$ cat config.mk
export PLATFORM = sky130hd
export DESIGN_NAME = pkq_fetch
export DESIGN_NICKNAME = d
export VERILOG_FILES = /design/src/rtl/pkq_pkg.sv /design/src/rtl/pkq_mem_port.sv /design/src/rtl/pkq_slots.sv /design/src/rtl/pkq_fetch.sv
export SDC_FILE = /design/constraint.sdc
export NUM_CORES = 1
export LEC_CHECK = 0
export ABC_AREA = 1
export ABC_CLOCK_PERIOD_IN_PS = 8100
export CAP_MARGIN = 20
export CORE_MARGIN = 2
export CORE_UTILIZATION = 40
export DETAILED_ROUTE_END_ITERATION = 16
export SLEW_MARGIN = 20
export SYNTH_ARGS = -nofsm -noshare
export SYNTH_HDL_FRONTEND = slang
export SYNTH_HIERARCHICAL = 1
export SYNTH_SLANG_ARGS = --single-unit
$ cat constraint.sdc
create_clock -name clk -period 8.1 [get_ports clk]
set_clock_uncertainty 0.05 [all_clocks]
set_input_delay 2.025 -clock clk [delete_from_list [all_inputs] [get_ports clk]]
set_output_delay 2.025 -clock clk [all_outputs]
set_load 0.01 [all_outputs]
$ cat src/rtl/pkq_pkg.sv
package pkq_pkg;
  typedef enum logic [2:0] {
    ST_FETCH,    // instruction word wanted
    ST_WAITW,    // instruction word in flight
    ST_RUN,      // handing out packed slots
    ST_LITWAIT,  // literal operand in flight
    ST_LITOUT,   // literal operand presented
    ST_LONG      // long instruction presented
  } fq_state_e;
endpackage

$ cat src/rtl/pkq_mem_port.sv
module pkq_mem_port #(
  parameter int ADDR_W = 24
) (
  input  logic              clk,
  input  logic              rst_n,
  input  logic              want,
  input  logic [ADDR_W-1:0] want_addr,
  input  logic              flush,
  input  logic              req_ready,
  input  logic              rsp_valid,
  output logic              req_valid,
  output logic [ADDR_W-1:0] req_addr,
  output logic              rsp_take
);
  logic inflight_q, drop_q, fire;

  assign req_valid = want && !inflight_q;
  assign req_addr  = want_addr;
  assign fire      = req_valid && req_ready;
  // a response is useful only if nothing redirected fetch since its request
  assign rsp_take  = rsp_valid && inflight_q && !drop_q && !flush;

  always_ff @(posedge clk or negedge rst_n) begin
    if (!rst_n) begin
      inflight_q <= 1'b0;
      drop_q     <= 1'b0;
    end else begin
      if (fire)           inflight_q <= 1'b1;
      else if (rsp_valid) inflight_q <= 1'b0;

      if (flush && ((inflight_q && !rsp_valid) || fire)) drop_q <= 1'b1;
      else if (rsp_valid)                                drop_q <= 1'b0;
    end
  end

  p_req_hold_r9: assert property (@(posedge clk) disable iff (!rst_n)
    req_valid && !req_ready && !flush |=> req_valid && $stable(req_addr));

  p_one_outstanding_r10: assert property (@(posedge clk) disable iff (!rst_n)
    req_valid && req_ready |=> !req_valid);
endmodule

$ cat src/rtl/pkq_slots.sv
module pkq_slots #(
  parameter int OP_W  = 6,
  parameter int SLOTS = 5,
  localparam int SLOT_BITS = OP_W * SLOTS
) (
  input  logic                 clk,
  input  logic                 rst_n,
  input  logic                 load,
  input  logic [SLOT_BITS-1:0] load_bits,
  input  logic                 shift,
  output logic [OP_W-1:0]      head
);
  logic [SLOT_BITS-1:0] q;
  logic [OP_W-1:0]      field [SLOTS];

  for (genvar i = 0; i < SLOTS; i++) begin : g_field
    assign field[i] = q[SLOT_BITS-1-i*OP_W -: OP_W];
  end

  assign head = field[0];

  // zeros enter from the bottom, so an exhausted word reads as a no-op
  always_ff @(posedge clk or negedge rst_n) begin
    if (!rst_n)     q <= '0;
    else if (load)  q <= load_bits;
    else if (shift) q <= {q[SLOT_BITS-OP_W-1:0], {OP_W{1'b0}}};
  end

  p_slot_order_r2: assert property (@(posedge clk) disable iff (!rst_n)
    shift && !load |=> head == $past(field[1]));
endmodule

$ cat src/rtl/pkq_fetch.sv
module pkq_fetch #(
  parameter int              ADDR_W   = 24,
  parameter int              WORD_W   = 32,
  parameter int              OP_W     = 6,
  parameter int              SLOTS    = 5,
  parameter logic [OP_W-1:0] LIT_CODE = 6'd1,
  parameter logic [ADDR_W-1:0] RESET_PC = '0
) (
  input  logic              clk,
  input  logic              rst_n,
  output logic              mem_req_valid,
  input  logic              mem_req_ready,
  output logic [ADDR_W-1:0] mem_req_addr,
  input  logic              mem_rsp_valid,
  input  logic [WORD_W-1:0] mem_rsp_data,
  output logic              iss_valid,
  input  logic              iss_ready,
  output logic [OP_W-1:0]   iss_opcode,
  output logic              iss_lit,
  output logic [WORD_W-1:0] iss_lit_value,
  output logic              iss_long,
  output logic              iss_call,
  output logic [ADDR_W-1:0] iss_target,
  input  logic              redir_valid,
  input  logic [ADDR_W-1:0] redir_addr
);
  import pkq_pkg::*;

  localparam int SLOT_BITS = OP_W * SLOTS;
  localparam int CNT_W     = $clog2(SLOTS + 1);
  localparam int FMT_BIT   = WORD_W - 1;
  localparam int CALL_BIT  = WORD_W - 2;
  localparam int LOP_TOP   = WORD_W - 3;

  fq_state_e           state_q;
  logic [ADDR_W-1:0]   pc_q, waddr_q, lit_addr, want_addr;
  logic [CNT_W-1:0]    lits_q;
  logic [WORD_W-1:0]   lit_val_q;
  logic [WORD_W-2:0]   long_q;
  logic [OP_W-1:0]     head;
  logic                head_lit, want, rsp_take, accept, load, shift, fire;

  assign head_lit  = (head == LIT_CODE);
  assign lit_addr  = waddr_q + ADDR_W'(1) + ADDR_W'(lits_q);
  assign want      = (state_q == ST_FETCH) || (state_q == ST_RUN && head_lit);
  assign want_addr = (state_q == ST_FETCH) ? pc_q : lit_addr;
  assign fire      = mem_req_valid && mem_req_ready;

  pkq_mem_port #(.ADDR_W(ADDR_W)) u_port (
    .clk(clk), .rst_n(rst_n), .want(want), .want_addr(want_addr),
    .flush(redir_valid), .req_ready(mem_req_ready), .rsp_valid(mem_rsp_valid),
    .req_valid(mem_req_valid), .req_addr(mem_req_addr), .rsp_take(rsp_take)
  );

  assign load  = rsp_take && (state_q == ST_WAITW) && !mem_rsp_data[FMT_BIT];
  assign shift = accept && (state_q == ST_RUN || state_q == ST_LITOUT);

  pkq_slots #(.OP_W(OP_W), .SLOTS(SLOTS)) u_slots (
    .clk(clk), .rst_n(rst_n), .load(load),
    .load_bits(mem_rsp_data[WORD_W-1 -: SLOT_BITS]), .shift(shift), .head(head)
  );

  assign iss_valid     = (state_q == ST_RUN && head != '0 && !head_lit) ||
                         (state_q == ST_LITOUT) || (state_q == ST_LONG);
  assign iss_lit       = (state_q == ST_LITOUT);
  assign iss_long      = (state_q == ST_LONG);
  assign iss_opcode    = iss_long ? long_q[LOP_TOP -: OP_W] : head;
  assign iss_call      = iss_long && long_q[CALL_BIT];
  assign iss_target    = long_q[ADDR_W-1:0];
  assign iss_lit_value = lit_val_q;
  assign accept        = iss_valid && iss_ready && !redir_valid;

  always_ff @(posedge clk or negedge rst_n) begin
    if (!rst_n) begin
      state_q   <= ST_FETCH;
      pc_q      <= RESET_PC;
      waddr_q   <= '0;
      lits_q    <= '0;
      lit_val_q <= '0;
      long_q    <= '0;
    end else if (redir_valid) begin
      state_q <= ST_FETCH;
      pc_q    <= redir_addr;
    end else begin
      unique case (state_q)
        ST_FETCH: if (fire) begin
          waddr_q <= pc_q;
          state_q <= ST_WAITW;
        end
        ST_WAITW: if (rsp_take) begin
          lits_q <= '0;
          if (mem_rsp_data[FMT_BIT]) begin
            long_q  <= mem_rsp_data[WORD_W-2:0];
            state_q <= ST_LONG;
          end else begin
            state_q <= ST_RUN;
          end
        end
        ST_RUN: begin
          if (head == '0) begin
            pc_q    <= lit_addr;   // skips every operand word consumed
            state_q <= ST_FETCH;
          end else if (head_lit && fire) begin
            state_q <= ST_LITWAIT;
          end
        end
        ST_LITWAIT: if (rsp_take) begin
          lit_val_q <= mem_rsp_data;
          state_q   <= ST_LITOUT;
        end
        ST_LITOUT: if (accept) begin
          lits_q  <= lits_q + CNT_W'(1);
          state_q <= ST_RUN;
        end
        ST_LONG: if (accept) begin
          pc_q    <= waddr_q + ADDR_W'(1);
          state_q <= ST_FETCH;
        end
        default: state_q <= ST_FETCH;
      endcase
    end
  end

  p_issue_hold_r8: assert property (@(posedge clk) disable iff (!rst_n)
    iss_valid && !iss_ready && !redir_valid |=> iss_valid && $stable(iss_opcode) &&
    $stable(iss_lit) && $stable(iss_long) && $stable(iss_lit_value) && $stable(iss_target));

  p_flush_r7: assert property (@(posedge clk) disable iff (!rst_n)
    redir_valid |=> !iss_valid);

  p_lit_tag_r5: assert property (@(posedge clk) disable iff (!rst_n)
    iss_lit |-> iss_valid && !iss_long && iss_opcode == LIT_CODE);

  p_no_nop_r3: assert property (@(posedge clk) disable iff (!rst_n)
    iss_valid && !iss_long |-> iss_opcode != '0);

  p_call_long_r4: assert property (@(posedge clk) disable iff (!rst_n)
    iss_call |-> iss_long && iss_valid);
endmodule

==> run_results.csv, run 1 <==
group,metric,value,unit
hold_path,holdCritStartpoint,"u_slots/field[25]$_DFFE_PN0P_",
critical_path,crit_type,"reg2out",
cells_and_area,area_growth,22.5,%
yosys,synthCells,1115,
timing,setup_slack,2.57,ns
placed_design,port_buffers,152,
critical_path,startpoint_type,"flop",
yosys,yosys_warnings,6,
grt,grt_pass1_vias,7367,
grt,gr-total-overflow,0,
cts,cts_root_buffer,"clkbuf_16",
yosys,syn_area,0.00857,mm^2
yosys,syn_area_per_cell,7.68,um^2
critical_path,cp_max_fo,6,
timing,hold_viol,0,
floorplanning,core_area,0.0210,mm^2
yosys,synth-async-reset-ratio,100,%
floorplanning,die_area,0.0226,mm^2
cells_and_area,fin_nets,1261,
cts,clk_pin_slew,0.06,ns
critical_path,crit_required,6.03,ns
critical_path,cp_num_buf_inv,2,
route,vias,7200,
placed_design,post-dp-hpwl,15600,um
placed_design,routabilityCongestion,0.816,
hold_path,holdCritPathClass,"reg2reg",
timing,rsz0062_at_grt,"false",
cts,cts_buffers,17,
run,cap_violations,0,
yosys,synth_cell_type_count,43,
grt,grt_max_degree,81,
yosys,ys.flop_type,"dfrtp_1",
timing,worst_pin_slew,0.902,ns
cells_and_area,final_area,0.0105,mm^2
critical_path,slowest_delay,0.58,ns
cts,clkSinkCount,149,
critical_path,timing.rr.start,"state_q[0]$_DFFE_PN0P_",
floorplanning,row_count,53,
timing,timing.final.crit_share,68.2,%
run_status,status,"complete, no violations",
power,leakagePower,4.88,nW
cts,cts_max_path_buffers,2,
critical_path,cp.arrival,3.45,ns
cells_and_area,diodes,0,
route,drc_errors,0,
grt,gr-usage-all-layers,20.6,%
cts,cts-hold-fix-buffers,0,
cts,htreeDepth,4,
floorplanning,start_util,40.8,%
critical_path,cp.depth,18,
route,drtPass1Iterations,4,
cts,post_cts_buffers,0,
route,drtIter0Drc,338,
hold_path,holdPathStages,2,
yosys,ys_ff_latch,149,
critical_path,endpoint_kind,"primary output",
timing,setup_viol,0,
hold_path,whs_endpoint,"u_slots/field[25]$_DFFE_PN0P_",
critical_path,rrSetupSlack,4.53,ns
timing,period_minus_slack,5.53,ns
route,vias_per_cell,4.86,
yosys,synth_edf_count,0,
critical_path,timing.rr.end,"pc_q[19]$_DFFE_PN0P_",
cts,cts_resized,0,
grt,antenna_found_initial,1,
placed_design,placed_area,0.00990,mm^2
cts,cts_tree,"built",
cells_and_area,drive_gt1_share,9.62,%
critical_path,critPathTopFamily,"simple AND/OR/NAND/NOR gates",
power,powerDensity,333,mW/mm^2
grt,grt_pass1_wl,36900,um
timing,slew_violations,0,
floorplanning,die_w,150,um
floorplanning,dieHeight,150,um
critical_path,reg2reg_depth,13,
yosys,synth_seq_area_share,43.5,%
critical_path,path_cells,"ha_1 > nand2_2 > inv_1 > nor2_1 > ha_1 > nand3_1 > nand3_1 > nand2_2 > nor2_4 > nand2_4 > nor2_8 > nand3_4 > nor2_4 > nand2_1 > nand2_1 > nand2_1 > o21ai_0 > clkdlybuf4s50_1",
placed_design,pre_cts_ws,2.82,ns
timing,max_freq,181,MHz
route,wl_per_cell,14.9,um
route,wl,22100,um
cells_and_area,filler_cell_count,2064,
power,ir_drop,151,uV
critical_path,cpMaxStageDelayCell,"clkdlybuf4s50_1",
timing,fin_setup_tns,0,ns
timing,max-slew-margin-rel,39.9,%
critical_path,cpMostUsedCell,"nand2_1",
floorplanning,ioPinCount,153,
cts,clk_latency,0.43,ns
cells_and_area,fin_util,49.9,%
route,ant_nets,0,
yosys,syn_nets,1183,
power,fin_total_pwr,3.49,mW
through the flow:
stage | cells | hold WS, ns
floorplan | 1115 | 0.393
global placement | 1449 | 0.407
detailed placement | 1449 | 0.416
CTS | 1481 | 0.435
global route | 1481 | 0.447
finish | 1481 | 0.433
layout by cell type (no fill, tap or decap), types with 11 or more instances in the layout:
cell type,Yosys,final
nand3_1,84,84
clkdlybuf4s50_1,0,151
xor2_1,14,14
nand2_2,24,24
o21ai_0,129,129
dfrtp_1,149,149
clkbuf_16,0,17
inv_1,121,121
nor2_4,13,14
nor2_1,50,49
nand2_1,311,309
a211oi_1,12,11
flip-flops by register name, summed over array words and instances, names as in the netlist:
register / cells
iss_lit_value: 32
lits_q: 3
long_q: 31
pc_q: 24
state_q: 3
u_port/drop_q: 1
u_port/inflight_q: 1
u_slots/field: 30
waddr_q: 24
synth_stat cells, drive strengths merged (2+ instances only):
cell | number | area, um^2
buf | 71 | 492
o22ai | 2 | 12.5
clkbuf | 28 | 105
o21ai | 137 | 693
a22oi | 9 | 67.6
nor3 | 7 | 35.0
xor2 | 15 | 139
a21boi | 7 | 56.3
a21oi | 13 | 76.3
a211oi | 12 | 90.1
ha | 5 | 62.6
nand2 | 339 | 1360
inv | 127 | 477
nand3 | 91 | 505
nor2 | 71 | 412
o31ai | 2 | 15.0
o21bai | 6 | 52.6
nand4 | 10 | 62.6
dfrtp | 149 | 3730
xnor2 | 2 | 17.5
a221oi | 5 | 43.8
clkinv | 2 | 10.0
report_power, final:
| part | switching [mW] | internal [mW] |
|---|---|---|
| Combinational | 0.824 | 0.666 |
| Clock | 0.346 | 0.441 |
| Sequential | 0.195 | 1.02 |
| Total | 1.37 | 2.12 |
routing by layer:
layer	share of wire [%]	GRT usage [%]	vias up	routed length, um
li1	-	-	3677	-
met1	45	25.8	3353	9900
met2	48	34.9	146	10700
met3	5.5	6.00	24	1210
met4	1.3	5.19	0	288
met5	0	0	-	0
cells by family after synthesis:
logic type / synth area share [%]
XOR/XNOR: 1.83
adder cells (fa/ha/maj): 0.964
flip-flops: 43.5
AO/OA/AOI/OAI: 13.2
buffers and inverters: 12.6
AND/OR/NAND/NOR: 27.8
worst register-to-register path, stage by stage (launching register included):
cell and delay, ns:
dfrtp_1 0.37, inv_1 0.07, nor2_1 0.14, inv_1 0.07, nor2_1 0.59, inv_2 0.26
nand2_1 0.18, inv_1 0.39, o21ai_1 0.24, nand2_2 0.53, a21oi_1 0.30, o21ai_0 0.11
a21oi_1 0.13, nor2_1 0.05
cell type report:
cell class	count	area (um^2)	area share [%]
clock inverter	14	144	1.37
tap	275	344	3.28
clock buffer	18	439	4.19
inverter	129	487	4.64
timing repair buffer	158	1570	14.9
multi-input combinational	738	3780	36.0
sequential	149	3730	35.5
worst max path at each step:
| stage | start | endpoint |
|---|---|---|
| 3_3_place_gp | redir_valid | pc_q[19]$_DFFE_PN0P_ |
| 5_1_grt | waddr_q[0]$_DFFE_PN0P_ | mem_req_addr[15] |
| 3_5_place_dp | redir_valid | pc_q[3]$_DFFE_PN0P_ |
| 4_1_cts | waddr_q[1]$_DFFE_PN0P_ | mem_req_addr[15] |
| 6_report | waddr_q[1]$_DFFE_PN0P_ | mem_req_addr[15] |
| 2_1_floorplan | waddr_q[0]$_DFFE_PN0P_ | mem_req_addr[23] |
(Power assumes the default switching activity.)
==> inputs of run 2 (changes only) <==
Settings changed: ABC_CLOCK_PERIOD_IN_PS 8100 to 5000, PLACE_DENSITY from default to 0.66.
Clock period 8.1 ns to 5 ns, I/O delays scaled along.
==> run_results.csv, run 2 (synthesis results as in run 1) <==
group,metric,value,unit
run_status,status,"complete, no violations",
critical_path,crit_required,3.70,ns
critical_path,cp.arrival,3.40,ns
critical_path,endpoint_kind,"primary output",
timing,max_freq,213,MHz
timing,timing.final.crit_share,94.0,%
hold_path,holdCritPathClass,"reg2reg",
timing,hold_viol,0,
floorplanning,row_count,53,
power,powerDensity,539,mW/mm^2
power,leakagePower,4.91,nW
cts,cts_buffers,17,
cells_and_area,area_growth,23.0,%
power,p_clk_share,22.7,%
route,drtIter0Drc,517,
timing,setup_viol,0,
route,vias_per_cell,4.88,
placed_design,placed_area,0.00993,mm^2
power,switchingPower,2.20,mW
route,vias,7259,
timing,fin_setup_tns,0,ns
grt,gr-total-overflow,0,
critical_path,reg2reg_depth,12,
power,comb_power_share,42.7,%
power,p_sw_share,38.8,%
critical_path,crit_type,"reg2out",
grt,gr-usage-all-layers,20.3,%
route,wl_per_cell,14.8,um
critical_path,cp_max_fo,6,
run,cap_violations,0,
floorplanning,die_w,150,um
placed_design,routabilityCongestion,0.817,
critical_path,timing.rr.start,"state_q[0]$_DFFE_PN0P_",
cells_and_area,final_area,0.0105,mm^2
critical_path,timing.rr.end,"pc_q[22]$_DFFE_PN0P_",
route,drc_errors,0,
timing,rsz0062_at_grt,"false",
timing,period_minus_slack,4.70,ns
timing,slew_violations,0,
cells_and_area,instances_no_fill,1486,
cts,clk_latency,0.43,ns
critical_path,cp-endpoint,"mem_req_addr[23]",
cells_and_area,fin_nets,1266,
route,drtPass1Iterations,5,
grt,antenna_found_initial,0,
power,ir_drop,212,uV
route,ant_nets,0,
cts,cts-hold-fix-buffers,0,
placed_design,dp.cells,1453,
power,power.share.sequential,34.5,%
floorplanning,core_area,0.0210,mm^2
cells_and_area,diodes,0,
cts,htreeDepth,4,
critical_path,cpMaxStageDelayCell,"clkdlybuf4s50_1",
cells_and_area,drive_gt1_share,9.91,%
cts,cts_root_buffer,"clkbuf_16",
critical_path,rrSetupSlack,1.60,ns
cells_and_area,final_cell_mix,"nand2_1 (309), clkdlybuf4s50_1 (150), dfrtp_1 (149)",
cells_and_area,final_common_cell,"nand2_1",
critical_path,slowest_delay,0.54,ns
floorplanning,ioPinCount,153,
placed_design,post-dp-hpwl,15700,um
critical_path,startpoint,"waddr_q[0]$_DFFE_PN0P_",
cts,clk_pin_slew,0.07,ns
critical_path,path_cells,"ha_1 > nand2_2 > inv_1 > nor2_1 > ha_1 > nand3_1 > nand3_1 > nand2_2 > nor2_4 > nand2_4 > nor2_8 > nand3_4 > nor2_4 > nand2_1 > nand2_2 > nand3_1 > o21ai_1 > clkdlybuf4s50_1",
cells_and_area,filler_cell_count,2013,
cts,cts_max_path_buffers,2,
cells_and_area,fin_util,50.1,%
cts,clkSinkCount,149,
floorplanning,dieHeight,150,um
placed_design,port_buffers,152,
timing,max-slew-margin-rel,34.0,%
cts,cts_tree,"built",
grt,grt_pass1_wl,36000,um
grt,grt_max_degree,95,
cells_and_area,largest_reg_flops,32,
grt,grt_pass1_vias,7205,
timing,worst_pin_slew,0.987,ns
power,internal-power,3.47,mW
floorplanning,start_util,40.8,%
route,wl,21900,um
critical_path,startpoint_type,"flop",
floorplanning,die_area,0.0226,mm^2
-- run 2: cell count changes in the layout (fill, tap and decap cells not counted) --
cell	previous run	this run
inv_8	3	2
clkinv_4	5	1
clkdlybuf4s50_1	151	150
dlymetal6s2s_1	0	1
clkbuf_8	1	2
clkinv_2	4	2
clkinvlp_4	0	1
inv_6	3	7
clkbuf_1	0	1
buf_4	6	11
-- run 2: per-layer routing --
metal,global-route usage (%),up-vias,wire length (um)
li1,-,3693,-
met1,25.2,3388,9530
met2,34.8,165,10800
met3,5.82,13,1400
met4,5.24,0,206
met5,0,-,0
-- run 2: worst min path at each step --
stage / end / depth (start not counted) / start / slack [ns]
5_1_grt: iss_lit_value[10]$_DFFE_PN0P_ / 2 / iss_lit_value[10]$_DFFE_PN0P_ / 0.46
3_3_place_gp: u_slots/field[3]$_DFFE_PN0P_ / 2 / u_slots/field[3]$_DFFE_PN0P_ / 0.41
6_report: u_slots/field[4]$_DFFE_PN0P_ / 2 / u_slots/field[4]$_DFFE_PN0P_ / 0.42
2_1_floorplan: u_slots/field[0]$_DFFE_PN0P_ / 2 / u_slots/field[0]$_DFFE_PN0P_ / 0.39
4_1_cts: u_slots/field[5]$_DFFE_PN0P_ / 2 / u_slots/field[5]$_DFFE_PN0P_ / 0.43
3_5_place_dp: u_slots/field[4]$_DFFE_PN0P_ / 2 / u_slots/field[4]$_DFFE_PN0P_ / 0.41
-- run 2: critical path, delay by kind of cell (launching register included) --
| kind | cells | cell delay [ns] |
|---|---|---|
| AOI/OAI and AO/OA | 1 | 0.08 |
| adders and majority gates | 2 | 0.45 |
| buffers and inverters | 2 | 0.59 |
| DFF | 1 | 0.42 |
| and+or+nand+nor | 13 | 1.42 |
-- run 2: through the flow --
step                hold slack (ns)  worst slack (ns)  total power, mW
floorplan                     0.393              1.40             3.67
global placement              0.410             0.774             4.36
detailed placement            0.414             0.687             4.41
CTS                           0.430             0.214             5.72
global route                  0.460           0.00231             6.12
finish                        0.423             0.298             5.68
-- run 2: repair_timing --
action	CTS	global route
endpoints found under the setup margin	0	2
setup buffers	0	1
gates resized for setup	0	1
-- run 2: cell type report --
| cell class | instances | area, um^2 | share of cell area, % |
|---|---|---|---|
| clock inverters | 12 | 130 | 1.24 |
| clock buffers | 20 | 457 | 4.33 |
| well taps | 275 | 344 | 3.27 |
| inverters | 129 | 487 | 4.62 |
| multi-input cells | 738 | 3780 | 35.9 |
| flip-flops and latches | 149 | 3730 | 35.4 |
| repair buffers | 163 | 1610 | 15.3 |
-- run 2: power groups by stage --
stage	combinational, mW	sequential [mW]	clock [mW]
finish	2.43	1.96	1.29
floorplan	1.77	1.90	0
global route	2.73	2.02	1.37
detailed placement	2.44	1.97	0
CTS	2.45	1.96	1.32
global placement	2.40	1.96	0
==> inputs of run 3 (changes only) <==
Settings changed: CTS_CLUSTER_SIZE from default to 8, MAX_ROUTING_LAYER from default to met4, TNS_END_PERCENT from default to 1.
==> run_results.csv, run 3 (synthesis results as in run 1) <==
group,metric,value,unit
run_status,status,"complete, no violations",
cells_and_area,diodes,0,
timing,period_minus_slack,4.69,ns
floorplanning,dieHeight,150,um
power,ir_drop,212,uV
power,comb_power_share,42.6,%
power,p_clk_share,22.8,%
critical_path,timing.rr.end,"pc_q[22]$_DFFE_PN0P_",
timing,worst_pin_slew,0.988,ns
timing,slew_violations,0,
cells_and_area,filler_cell_count,2013,
route,vias_per_cell,4.89,
route,drtIter0Drc,510,
cells_and_area,instances_no_fill,1485,
hold_path,holdCritPathClass,"reg2reg",
grt,gr-usage-all-layers,20.9,%
power,p_sw_share,38.9,%
power,power.share.sequential,34.6,%
critical_path,startpoint_type,"flop",
hold_path,holdPathStages,2,
cts,cts_tree,"built",
cells_and_area,fin_nets,1265,
critical_path,crit_required,3.70,ns
route,wl_per_cell,14.8,um
critical_path,crit_type,"reg2out",
timing,hold_viol,0,
cts,cts_root_buffer,"clkbuf_16",
cts,cts-hold-fix-buffers,0,
grt,antenna_found_initial,0,
placed_design,dp.cells,1453,
floorplanning,core_area,0.0210,mm^2
cts,cts_max_path_buffers,2,
critical_path,endpoint_kind,"primary output",
cells_and_area,final_common_cell,"nand2_1",
cells_and_area,largest_reg_flops,32,
critical_path,timing.rr.start,"state_q[0]$_DFFE_PN0P_",
cts,clk_latency,0.43,ns
cts,cts_buffers,17,
run,cap_violations,0,
timing,fin_setup_tns,0,ns
power,powerDensity,539,mW/mm^2
timing,max-slew-margin-rel,33.9,%
timing,timing.final.crit_share,93.8,%
route,drc_errors,0,
cells_and_area,fin_util,50.1,%
cells_and_area,drive_gt1_share,9.83,%
timing,setup_viol,0,
cells_and_area,final_cell_mix,"nand2_1 (309), clkdlybuf4s50_1 (150), dfrtp_1 (149)",
grt,grt_pass1_vias,7195,
cells_and_area,area_growth,22.9,%
hold_path,whs_endpoint,"u_slots/field[4]$_DFFE_PN0P_",
hold_path,holdCritStartpoint,"u_slots/field[4]$_DFFE_PN0P_",
placed_design,routabilityCongestion,0.829,
timing,rsz0062_at_grt,"true",
route,drtPass1Iterations,5,
floorplanning,start_util,40.8,%
floorplanning,die_area,0.0226,mm^2
critical_path,cp_max_fo,6,
route,ant_nets,0,
cts,clkSinkCount,149,
power,internal-power,3.46,mW
placed_design,pre_cts_ws,0.687,ns
floorplanning,row_count,53,
timing,setup_slack,0.308,ns
route,vias,7261,
critical_path,reg2reg_depth,12,
route,wl,21900,um
grt,grt_pass1_wl,36000,um
placed_design,port_buffers,152,
grt,grt_max_degree,95,
critical_path,rrSetupSlack,1.60,ns
cts,clk_pin_slew,0.07,ns
grt,gr-total-overflow,0,
cts,htreeDepth,4,
power,leakagePower,4.90,nW
timing,max_freq,213,MHz
floorplanning,ioPinCount,153,
placed_design,post-dp-hpwl,15700,um
critical_path,cp.arrival,3.39,ns
floorplanning,die_w,150,um
power,switchingPower,2.21,mW
run 3: timing repair:
| item | in CTS | in global routing |
|---|---|---|
| setup buffers | 0 | 0 |
| endpoints found under the setup margin | 0 | 2 |
| resized for setup | 0 | 1 |
run 3: per-stage QoR:
step | power (mW) | hold slack (ns) | instance area, um^2
3_3_place_gp | 4.36 | 0.410 | 9920
4_1_cts | 5.72 | 0.430 | 10500
2_1_floorplan | 3.67 | 0.393 | 8570
6_report | 5.67 | 0.424 | 10500
5_1_grt | 6.12 | 0.460 | 10500
3_5_place_dp | 4.41 | 0.414 | 9930
run 3: worst max-delay path by stage:
stage / cells past startpoint / to / slack, ns / startpoint
floorplan: 17 / mem_req_addr[23] / 1.40 / waddr_q[0]$_DFFE_PN0P_
global placement: 18 / mem_req_addr[15] / 0.77 / waddr_q[0]$_DFFE_PN0P_
CTS: 18 / mem_req_addr[15] / 0.21 / waddr_q[0]$_DFFE_PN0P_
global route: 18 / mem_req_addr[23] / -0.006 / waddr_q[0]$_DFFE_PN0P_
detailed placement: 18 / mem_req_addr[15] / 0.69 / waddr_q[0]$_DFFE_PN0P_
finish: 18 / mem_req_addr[23] / 0.31 / waddr_q[0]$_DFFE_PN0P_
run 3: area by class of cell:
type / count / area [um^2] / share of cell area (%)
flip-flops and latches: 149 / 3730 / 35.4
repair buffers: 162 / 1600 / 15.2
clock inverters: 12 / 130 / 1.24
clock buffers: 20 / 457 / 4.34
well taps: 275 / 344 / 3.27
inverters: 129 / 487 / 4.62
multi-input cells: 738 / 3780 / 35.9
run 3: power by group through the flow:
| stage | sequential [mW] | combinational (mW) | clock (mW) |
|---|---|---|---|
| final | 1.96 | 2.42 | 1.29 |
| after global routing | 2.02 | 2.72 | 1.37 |
| after CTS | 1.96 | 2.45 | 1.32 |
| after detailed placement | 1.97 | 2.44 | 0 |
| after global placement | 1.96 | 2.40 | 0 |
| after floorplan | 1.90 | 1.77 | 0 |
run 3: layer usage:
metal,routed length [um],vias up,track usage (%)
li1,-,3695,-
met1,9530,3374,25.4
met2,10700,179,34.8
met3,1430,13,5.64
met4,214,0,4.95
met5,0,-,-
run 3: critical path, cell delays in order, from the launching register on:
cell and delay [ns]:
dfrtp_1 0.42, ha_1 0.24, nand2_2 0.15, inv_1 0.05, nor2_1 0.13, ha_1 0.21
nand3_1 0.09, nand3_1 0.14, nand2_2 0.09, nor2_4 0.12, nand2_4 0.09, nor2_8 0.11
nand3_4 0.15, nor2_4 0.15, nand2_1 0.07, nand2_2 0.07, nand3_1 0.06, o21ai_1 0.08
clkdlybuf4s50_1 0.54
